**src/rtl/hzd_pkg.sv**
```systemverilog
package hzd_pkg;
   typedef enum logic {
      PCSEL_SEQ    = 1'b0,
      PCSEL_TARGET = 1'b1
   } pc_sel_e;

   localparam int EQ_FLAT  = 0;
   localparam int EQ_CHUNK = 1;
endpackage

```
**src/rtl/hzd_loaduse_detect.sv**
```systemverilog
module hzd_loaduse_detect #(
   parameter int REG_W = 5,
   parameter bit GUARD_ZERO_DST = 1'b1
) (
   input  logic             ex_is_load,
   input  logic [REG_W-1:0] ex_dst_reg,
   input  logic [REG_W-1:0] id_src_a,
   input  logic [REG_W-1:0] id_src_b,
   output logic             stall
);
   logic hit_a;
   logic hit_b;
   logic dst_live;

   generate
      if (REG_W < 1) begin : g_bad_w
         $error("REG_W must be at least 1");
      end
      if (GUARD_ZERO_DST) begin : g_guard
         assign dst_live = |ex_dst_reg;
      end else begin : g_noguard
         assign dst_live = 1'b1;
      end
   endgenerate

   assign hit_a = (ex_dst_reg == id_src_a);
   assign hit_b = (ex_dst_reg == id_src_b);
   assign stall = ex_is_load & dst_live & (hit_a | hit_b);

   always_comb begin
      if (GUARD_ZERO_DST && ex_dst_reg == '0)
         assert_zero_dst_R3 : assert (!stall);
      if (!ex_is_load)
         assert_no_load_R4 : assert (!stall);
   end
endmodule

```
**src/rtl/hzd_eq_compare.sv**
```systemverilog
module hzd_eq_compare #(
   parameter int DATA_W  = 32,
   parameter int EQ_MODE = hzd_pkg::EQ_CHUNK,
   parameter int CHUNK_W = 8
) (
   input  logic [DATA_W-1:0] opnd_a,
   input  logic [DATA_W-1:0] opnd_b,
   output logic              equal
);
   localparam int N_GRP = (DATA_W + CHUNK_W - 1) / CHUNK_W;
   localparam int PAD_W = N_GRP * CHUNK_W;

   logic [DATA_W-1:0] diff;
   assign diff = opnd_a ^ opnd_b;

   generate
      if (DATA_W < 1 || CHUNK_W < 1) begin : g_bad_w
         $error("DATA_W and CHUNK_W must be at least 1");
      end
      if (EQ_MODE == hzd_pkg::EQ_FLAT) begin : g_flat
         assign equal = ~(|diff);
      end else begin : g_chunk
         logic [PAD_W-1:0] diff_pad;
         logic [N_GRP-1:0] grp_any;
         assign diff_pad = PAD_W'(diff);
         for (genvar g = 0; g < N_GRP; g++) begin : g_grp
            assign grp_any[g] = |diff_pad[g*CHUNK_W +: CHUNK_W];
         end
         assign equal = ~(|grp_any);
      end
   endgenerate

   always_comb begin
      assert_eq_match_R7 : assert (equal == (opnd_a == opnd_b));
   end
endmodule

```
**src/rtl/hzd_branch_resolve.sv**
```systemverilog
module hzd_branch_resolve
   import hzd_pkg::*;
(
   input  logic    id_is_branch,
   input  logic    opnd_equal,
   input  logic    stall,
   output logic    flush,
   output pc_sel_e pc_sel
);
   logic taken;

   assign taken  = id_is_branch & opnd_equal & ~stall;
   assign flush  = taken;
   assign pc_sel = taken ? PCSEL_TARGET : PCSEL_SEQ;

   always_comb begin
      if (!id_is_branch || !opnd_equal)
         assert_no_redirect_R11 : assert (!flush && pc_sel == PCSEL_SEQ);
   end
endmodule

```
**src/rtl/hzd_pipe_ctrl.sv**
```systemverilog
module hzd_pipe_ctrl
   import hzd_pkg::*;
#(
   parameter int REG_W          = 5,
   parameter int DATA_W         = 32,
   parameter int INSTR_W        = 32,
   parameter int CTL_W          = 4,
   parameter int EQ_MODE        = EQ_CHUNK,
   parameter int CHUNK_W        = 8,
   parameter bit GUARD_ZERO_DST = 1'b1
) (
   input  logic               ex_is_load,
   input  logic [REG_W-1:0]   ex_dst_reg,
   input  logic [REG_W-1:0]   id_src_a,
   input  logic [REG_W-1:0]   id_src_b,
   input  logic               id_is_branch,
   input  logic [DATA_W-1:0]  id_opnd_a,
   input  logic [DATA_W-1:0]  id_opnd_b,
   input  logic [CTL_W-1:0]   dx_ctl_in,
   input  logic [INSTR_W-1:0] fetch_word,
   output logic               hold_stall,
   output logic               pc_wr_en,
   output logic               fd_wr_en,
   output logic               dx_ctl_zero,
   output logic [CTL_W-1:0]   dx_ctl_out,
   output logic               opnd_equal,
   output logic               fd_flush,
   output logic               pc_src_sel,
   output logic [INSTR_W-1:0] fd_word_out
);
   localparam logic [INSTR_W-1:0] NOP_WORD = '0;

   logic    stall_w;
   logic    eq_w;
   logic    flush_w;
   pc_sel_e sel_w;

   generate
      if (CTL_W < 1 || INSTR_W < 1) begin : g_bad_w
         $error("CTL_W and INSTR_W must be at least 1");
      end
   endgenerate

   hzd_loaduse_detect #(
      .REG_W          (REG_W),
      .GUARD_ZERO_DST (GUARD_ZERO_DST)
   ) u_detect (
      .ex_is_load (ex_is_load),
      .ex_dst_reg (ex_dst_reg),
      .id_src_a   (id_src_a),
      .id_src_b   (id_src_b),
      .stall      (stall_w)
   );

   hzd_eq_compare #(
      .DATA_W  (DATA_W),
      .EQ_MODE (EQ_MODE),
      .CHUNK_W (CHUNK_W)
   ) u_cmp (
      .opnd_a (id_opnd_a),
      .opnd_b (id_opnd_b),
      .equal  (eq_w)
   );

   hzd_branch_resolve u_branch (
      .id_is_branch (id_is_branch),
      .opnd_equal   (eq_w),
      .stall        (stall_w),
      .flush        (flush_w),
      .pc_sel       (sel_w)
   );

   assign hold_stall  = stall_w;
   assign pc_wr_en    = ~stall_w;
   assign fd_wr_en    = ~stall_w;
   assign dx_ctl_zero = stall_w;
   assign dx_ctl_out  = stall_w ? '0 : dx_ctl_in;
   assign opnd_equal  = eq_w;
   assign fd_flush    = flush_w;
   assign pc_src_sel  = (sel_w == PCSEL_TARGET);
   assign fd_word_out = flush_w ? NOP_WORD : fetch_word;

   always_comb begin
      if (stall_w)
         assert_stall_wins_R10 : assert (!flush_w && sel_w == PCSEL_SEQ);
      if (flush_w)
         assert_flush_nop_R9 : assert (fd_word_out == '0 && fd_wr_en);
      if (stall_w)
         assert_bubble_R5 : assert (dx_ctl_out == '0 && !pc_wr_en);
   end
endmodule

```
**config.mk**
```make
export PLATFORM = sky130hd
export DESIGN_NAME = hzd_pipe_ctrl
export DESIGN_NICKNAME = d
export VERILOG_FILES = /design/src/rtl/hzd_pkg.sv /design/src/rtl/hzd_loaduse_detect.sv /design/src/rtl/hzd_eq_compare.sv /design/src/rtl/hzd_branch_resolve.sv /design/src/rtl/hzd_pipe_ctrl.sv
export SDC_FILE = /design/constraint.sdc
export NUM_CORES = 1
export LEC_CHECK = 0
export BUFFER_PORTS_ARGS = -buffer_cell sky130_fd_sc_hd__buf_2
export CORE_AREA = 4 4 60 62
export DETAILED_ROUTE_END_ITERATION = 7
export DIE_AREA = 0 0 64 66
export PLACE_DENSITY = 0.83
export RECOVER_POWER = 25
export SETUP_SLACK_MARGIN = 0.1
export SYNTH_ARGS = -nofsm -noshare
export SYNTH_HDL_FRONTEND = slang
export SYNTH_SLANG_ARGS = --single-unit
```
**constraint.sdc**
```tcl
create_clock -name vclk -period 3.05
set_clock_uncertainty 0.05 [all_clocks]
set_input_delay 0.1525 -clock vclk [all_inputs]
set_output_delay 0.1525 -clock vclk [all_outputs]
set_load 0.01 [all_outputs]
```
Word-level counts from Yosys, hierarchy flattened:

Index checks and enable logic that the tools add are counted.

* ROM bits: 0
* logic and storage cells: 15
* input port bits: 117
* memories: 0
* flip-flop bits (word level): 0
* output and inout port bits: 43
* latch bits: 0
* bits in writable memories: 0

* shift-type cells: 0
* reductions and logical operators: 2
* div/mod/pow operators: 0
* order comparisons: 0
* $add $sub $neg: 0
* bitwise gates (word level): 8
* multipliers: 0
* equality and inequality tests: 2
* multiplexer cells: 3

Operators with widths (number)
* 2-to-1 mux 32 bit: 1
* OR reduction 32 bit: 1
* XOR 32 bit: 1
* equality test 5 bit: 2
* OR reduction 5 bit: 1
* bitwise AND 1 bit: 4
* 2-to-1 mux 4 bit: 1
* inverter 1 bit: 2
* 2-to-1 mux 1 bit: 1
* OR 1 bit: 1

Logic depth before layout (Yosys ltp):

* word-level depth: 6
* depth in mapped cells: 7
* mapped depth without buffers: 5

Modules after synthesis:

A second synthesis with hierarchy kept.

* cell total of the unflattened synthesis: 104
* area total of the unflattened synthesis: 754.5 um2

By module, submodules not included
* hzd_eq_compare: sequential area each 0.0 um2, area each 346.6 um2, cells an instance 43, times used 1
* hzd_pipe_ctrl: sequential area each 0.0 um2, area each 266.5 um2, cells an instance 42, times used 1
* hzd_loaduse_detect: sequential area each 0.0 um2, area each 125.1 um2, cells an instance 17, times used 1
* hzd_branch_resolve: sequential area each 0.0 um2, area each 16.3 um2, cells an instance 2, times used 1

Least setup slack after synthesis:

Ideal clock, no wire load.

* path kind: input -> output
* start point: in ex_dst_reg[0]
* end point: out pc_src_sel
* slack: 1.141 ns
* cell stages on the path: 6
* required time: 2.847 ns
* arrival time: 1.706 ns
* buffers on the path: 2
* path through: or4_1 o21a_1 a2111o_1 buf_6 inv_1 buf_4

* cells in the longest elaborated chain, start to end: 6
* elaborated cells between the ends (all ways): 9
* classes of those cells: 2 x eq/ne; 1 x mux; 5 x bitwise; 1 x reduce/logical

RTL lines
* start, declared: line hzd_pipe_ctrl.sv:13 `input logic [REG_W-1:0] ex_dst_reg,`
* equality test 5 bit, or another cell as far along: line hzd_loaduse_detect.sv:26 `assign hit_a = (ex_dst_reg == id_src_a);`
* OR 1 bit / bitwise AND 1 bit (equally long branches): line hzd_loaduse_detect.sv:28 `assign stall = ex_is_load & dst_live & (hit_a | hit_b);`
* bitwise AND 1 bit (*): line hzd_loaduse_detect.sv:28
* inverter 1 bit (*): line hzd_branch_resolve.sv:12 `assign taken = id_is_branch & opnd_equal & ~stall;`
* bitwise AND 1 bit (*): line hzd_branch_resolve.sv:12
* via fd_flush: line hzd_pipe_ctrl.sv:27 `output logic fd_flush,`
* 2-to-1 mux 1 bit (*): line hzd_branch_resolve.sv:14 `assign pc_sel = taken ? PCSEL_TARGET : PCSEL_SEQ;`
* end, declared: line hzd_pipe_ctrl.sv:28 `output logic pc_src_sel,`

Mark *: on every way through the listed nets, which the timed path passes. The rest lies on a longest branch.

Final worst setup path:

* start point: in ex_dst_reg[0]
* end point: out fd_word_out[7]

* cells in the longest elaborated chain, start to end: 6
* elaborated cells between the ends (all ways): 9
* classes of those cells: 2 x eq/ne; 1 x mux; 5 x bitwise; 1 x reduce/logical

RTL lines
* equality test 5 bit, or another cell as far along: line hzd_loaduse_detect.sv:26
* OR 1 bit / bitwise AND 1 bit (equally long branches): line hzd_loaduse_detect.sv:28
* bitwise AND 1 bit (*): line hzd_loaduse_detect.sv:28
* inverter 1 bit (*): line hzd_branch_resolve.sv:12
* bitwise AND 1 bit (*): line hzd_branch_resolve.sv:12
* 2-to-1 mux 32 bit (*): line hzd_pipe_ctrl.sv:81 `assign fd_word_out = flush_w ? NOP_WORD : fetch_word;`
* end, declared: line hzd_pipe_ctrl.sv:29 `output logic [INSTR_W-1:0] fd_word_out`

Every way passes the cells marked *; elsewhere a longest branch is shown, timed or not.

==> metrics <==
status=complete, no violations; fraction of layout cells with a size suffix above 1=57.9%; worst path bufs/invs=2; grt total ovfl=0; fin crit share=76.0%; Worst path most repeated cell=buf_2; Synth Instances=108; RSZ-0062 raised after global routing=false; row count=20; first-pass GRT wire length=4800 microns; Hold Buf Count CTS=0; Post-DP Area=1580 sq um; Total Routing Usage GR=13.2%; leak pwr=0.884 nW; Die Height=66 microns; Hold Worst Slack=0.538 ns; largest family of logic cells by synthesized area=XOR/XNOR gates; top-level port count=160; fill count=310; post-CTS resize count=0; crit-path cells=buf_2 > or4_1 > o21a_1 > a2111o_1 > and2_1 > buf_2; mux cell area share after synthesis=0%; XOR/XNOR Fraction of Synth Area=46.7%; TritonRoute pass-1 iters=3; max_cap viols=0; Final Cell Area=1570 sq um; Layout clock buffers=0; setup TNS=0 ns; nets=380; Period minus WS final=2.32 ns; max-slew violation count=0; Routed Antenna Nets=0; Worst-Margin Slew=0.678 ns; Buffers on Ports=160; Slew HR=54.8%; Synth Area in Compound Gates=3.18%; Post-Syn Area per Cell=7.29 sq um; post-DR vias/cell=4.12; register area=0 sq um; multi-input logic area=716 sq um; area leader, netlist=xor2_1; Post-Place Worst Slack=0.709 ns; largest net degree at the start of global routing=34; most common cell in the netlist=and2_1; yosys warns=0; pwr/cell area=120 nW/um^2; post-synthesis cell type count=17; hold violation count in the final report=0; ant diodes=0; vias=1256; Post-CTS Setup Inserts=0; Synth top cells by count=and2_1, xor2_1, xnor2_1, nor4_1, nor2b_1; Startpoint Class=input port; Syn Nets=225; Hold WC Path Type=input port to primary output; crit path capture type=primary output; Mapped Area=787 sq um; Area Growth Syn to Fin=99.7%; Max VDD drop=0.0651 mV; Pwr Total=0.189 mW; crit path kind=input port to primary output; fin util=51.9%; Non-Filler Instances=305; sequential cells=0; placed cell count=305; adder-cell share of the synthesized area=0%; number of global-route vias before repair=1245; Worst path max stage delay=0.70 ns; final setup vio count=0; Fmax=432 MHz; core area=3030 sq um; Synth area leaders=xor2_1, and2_1, xnor2_1, nor4_1, buf_6; Worst EP arrival=2.11 ns; Die Span X=64 microns; sequential share of the synthesized area=0%; Initial Util=26.0%; GP Congestion=0.694; first-iteration detailed-routing DRC count=15; CP max FO=33; top-area cell type share of the netlist area=35.6%; CP delay by family, top=compound AO/OA/AOI/OAI gates; CP required=2.85 ns; routed len/inst=10.5 microns; DP HPWL=3070 microns; drt drc=0; initial antenna violation count=0; final worst slack=0.733 ns; routed wire length=3200 microns; CP max-delay cell=a2111o_1; simple-gate share of the synthesized area=41.0%; Die ar.=4220 sq um
-- layout by cell type (no fill, tap or decap), drive strengths merged --
master    n
or4       1
nor2b     4
nand3     2
inv       3
xor2     32
o21a      1
nor4      8
a2111o    1
nor2      1
and2     33
xnor2    10
buf     151
o22ai     1
clkbuf    9
nand4     2
nand2     2
-- final timing paths --
check / depth (start not counted) / startpoint / to / slack, ns
max: 6 / ex_dst_reg[0] / fd_word_out[7] / 0.73
min: 3 / fetch_word[25] / fd_word_out[25] / 0.54
-- power breakdown --
group          total, mW  switching [mW]  internal (mW)  leakage [nW]
registers              0               0              0             0
clock network          0               0              0             0
logic              0.189          0.0781          0.111         0.884
-- layer usage --
metal | up-vias | global-route usage, % | routed length (microns)
li1 | 650 | - | -
met1 | 522 | 13.3 | 1040
met2 | 84 | 28.5 | 1730
met3 | 0 | 2.89 | 431
met4 | 0 | 0 | 0
met5 | - | 0 | 0
-- cells by family after synthesis --
family          Yosys count
buf+inv                  10
compound gates            3
simple gates             53
xor+xnor                 42
-- worst min-delay path: cells and delay by family --
kind	cells	cell delay (ns)
and+or+nand+nor	1	0.09
buffers and inverters	2	0.19
-- cell type report --
class	count	area share, %
multi-input cells	98	45.5
well taps	44	3.50
inverters	3	0.717
repair buffers	160	50.2
No activity file was read; power rests on OpenSTA's default activity.
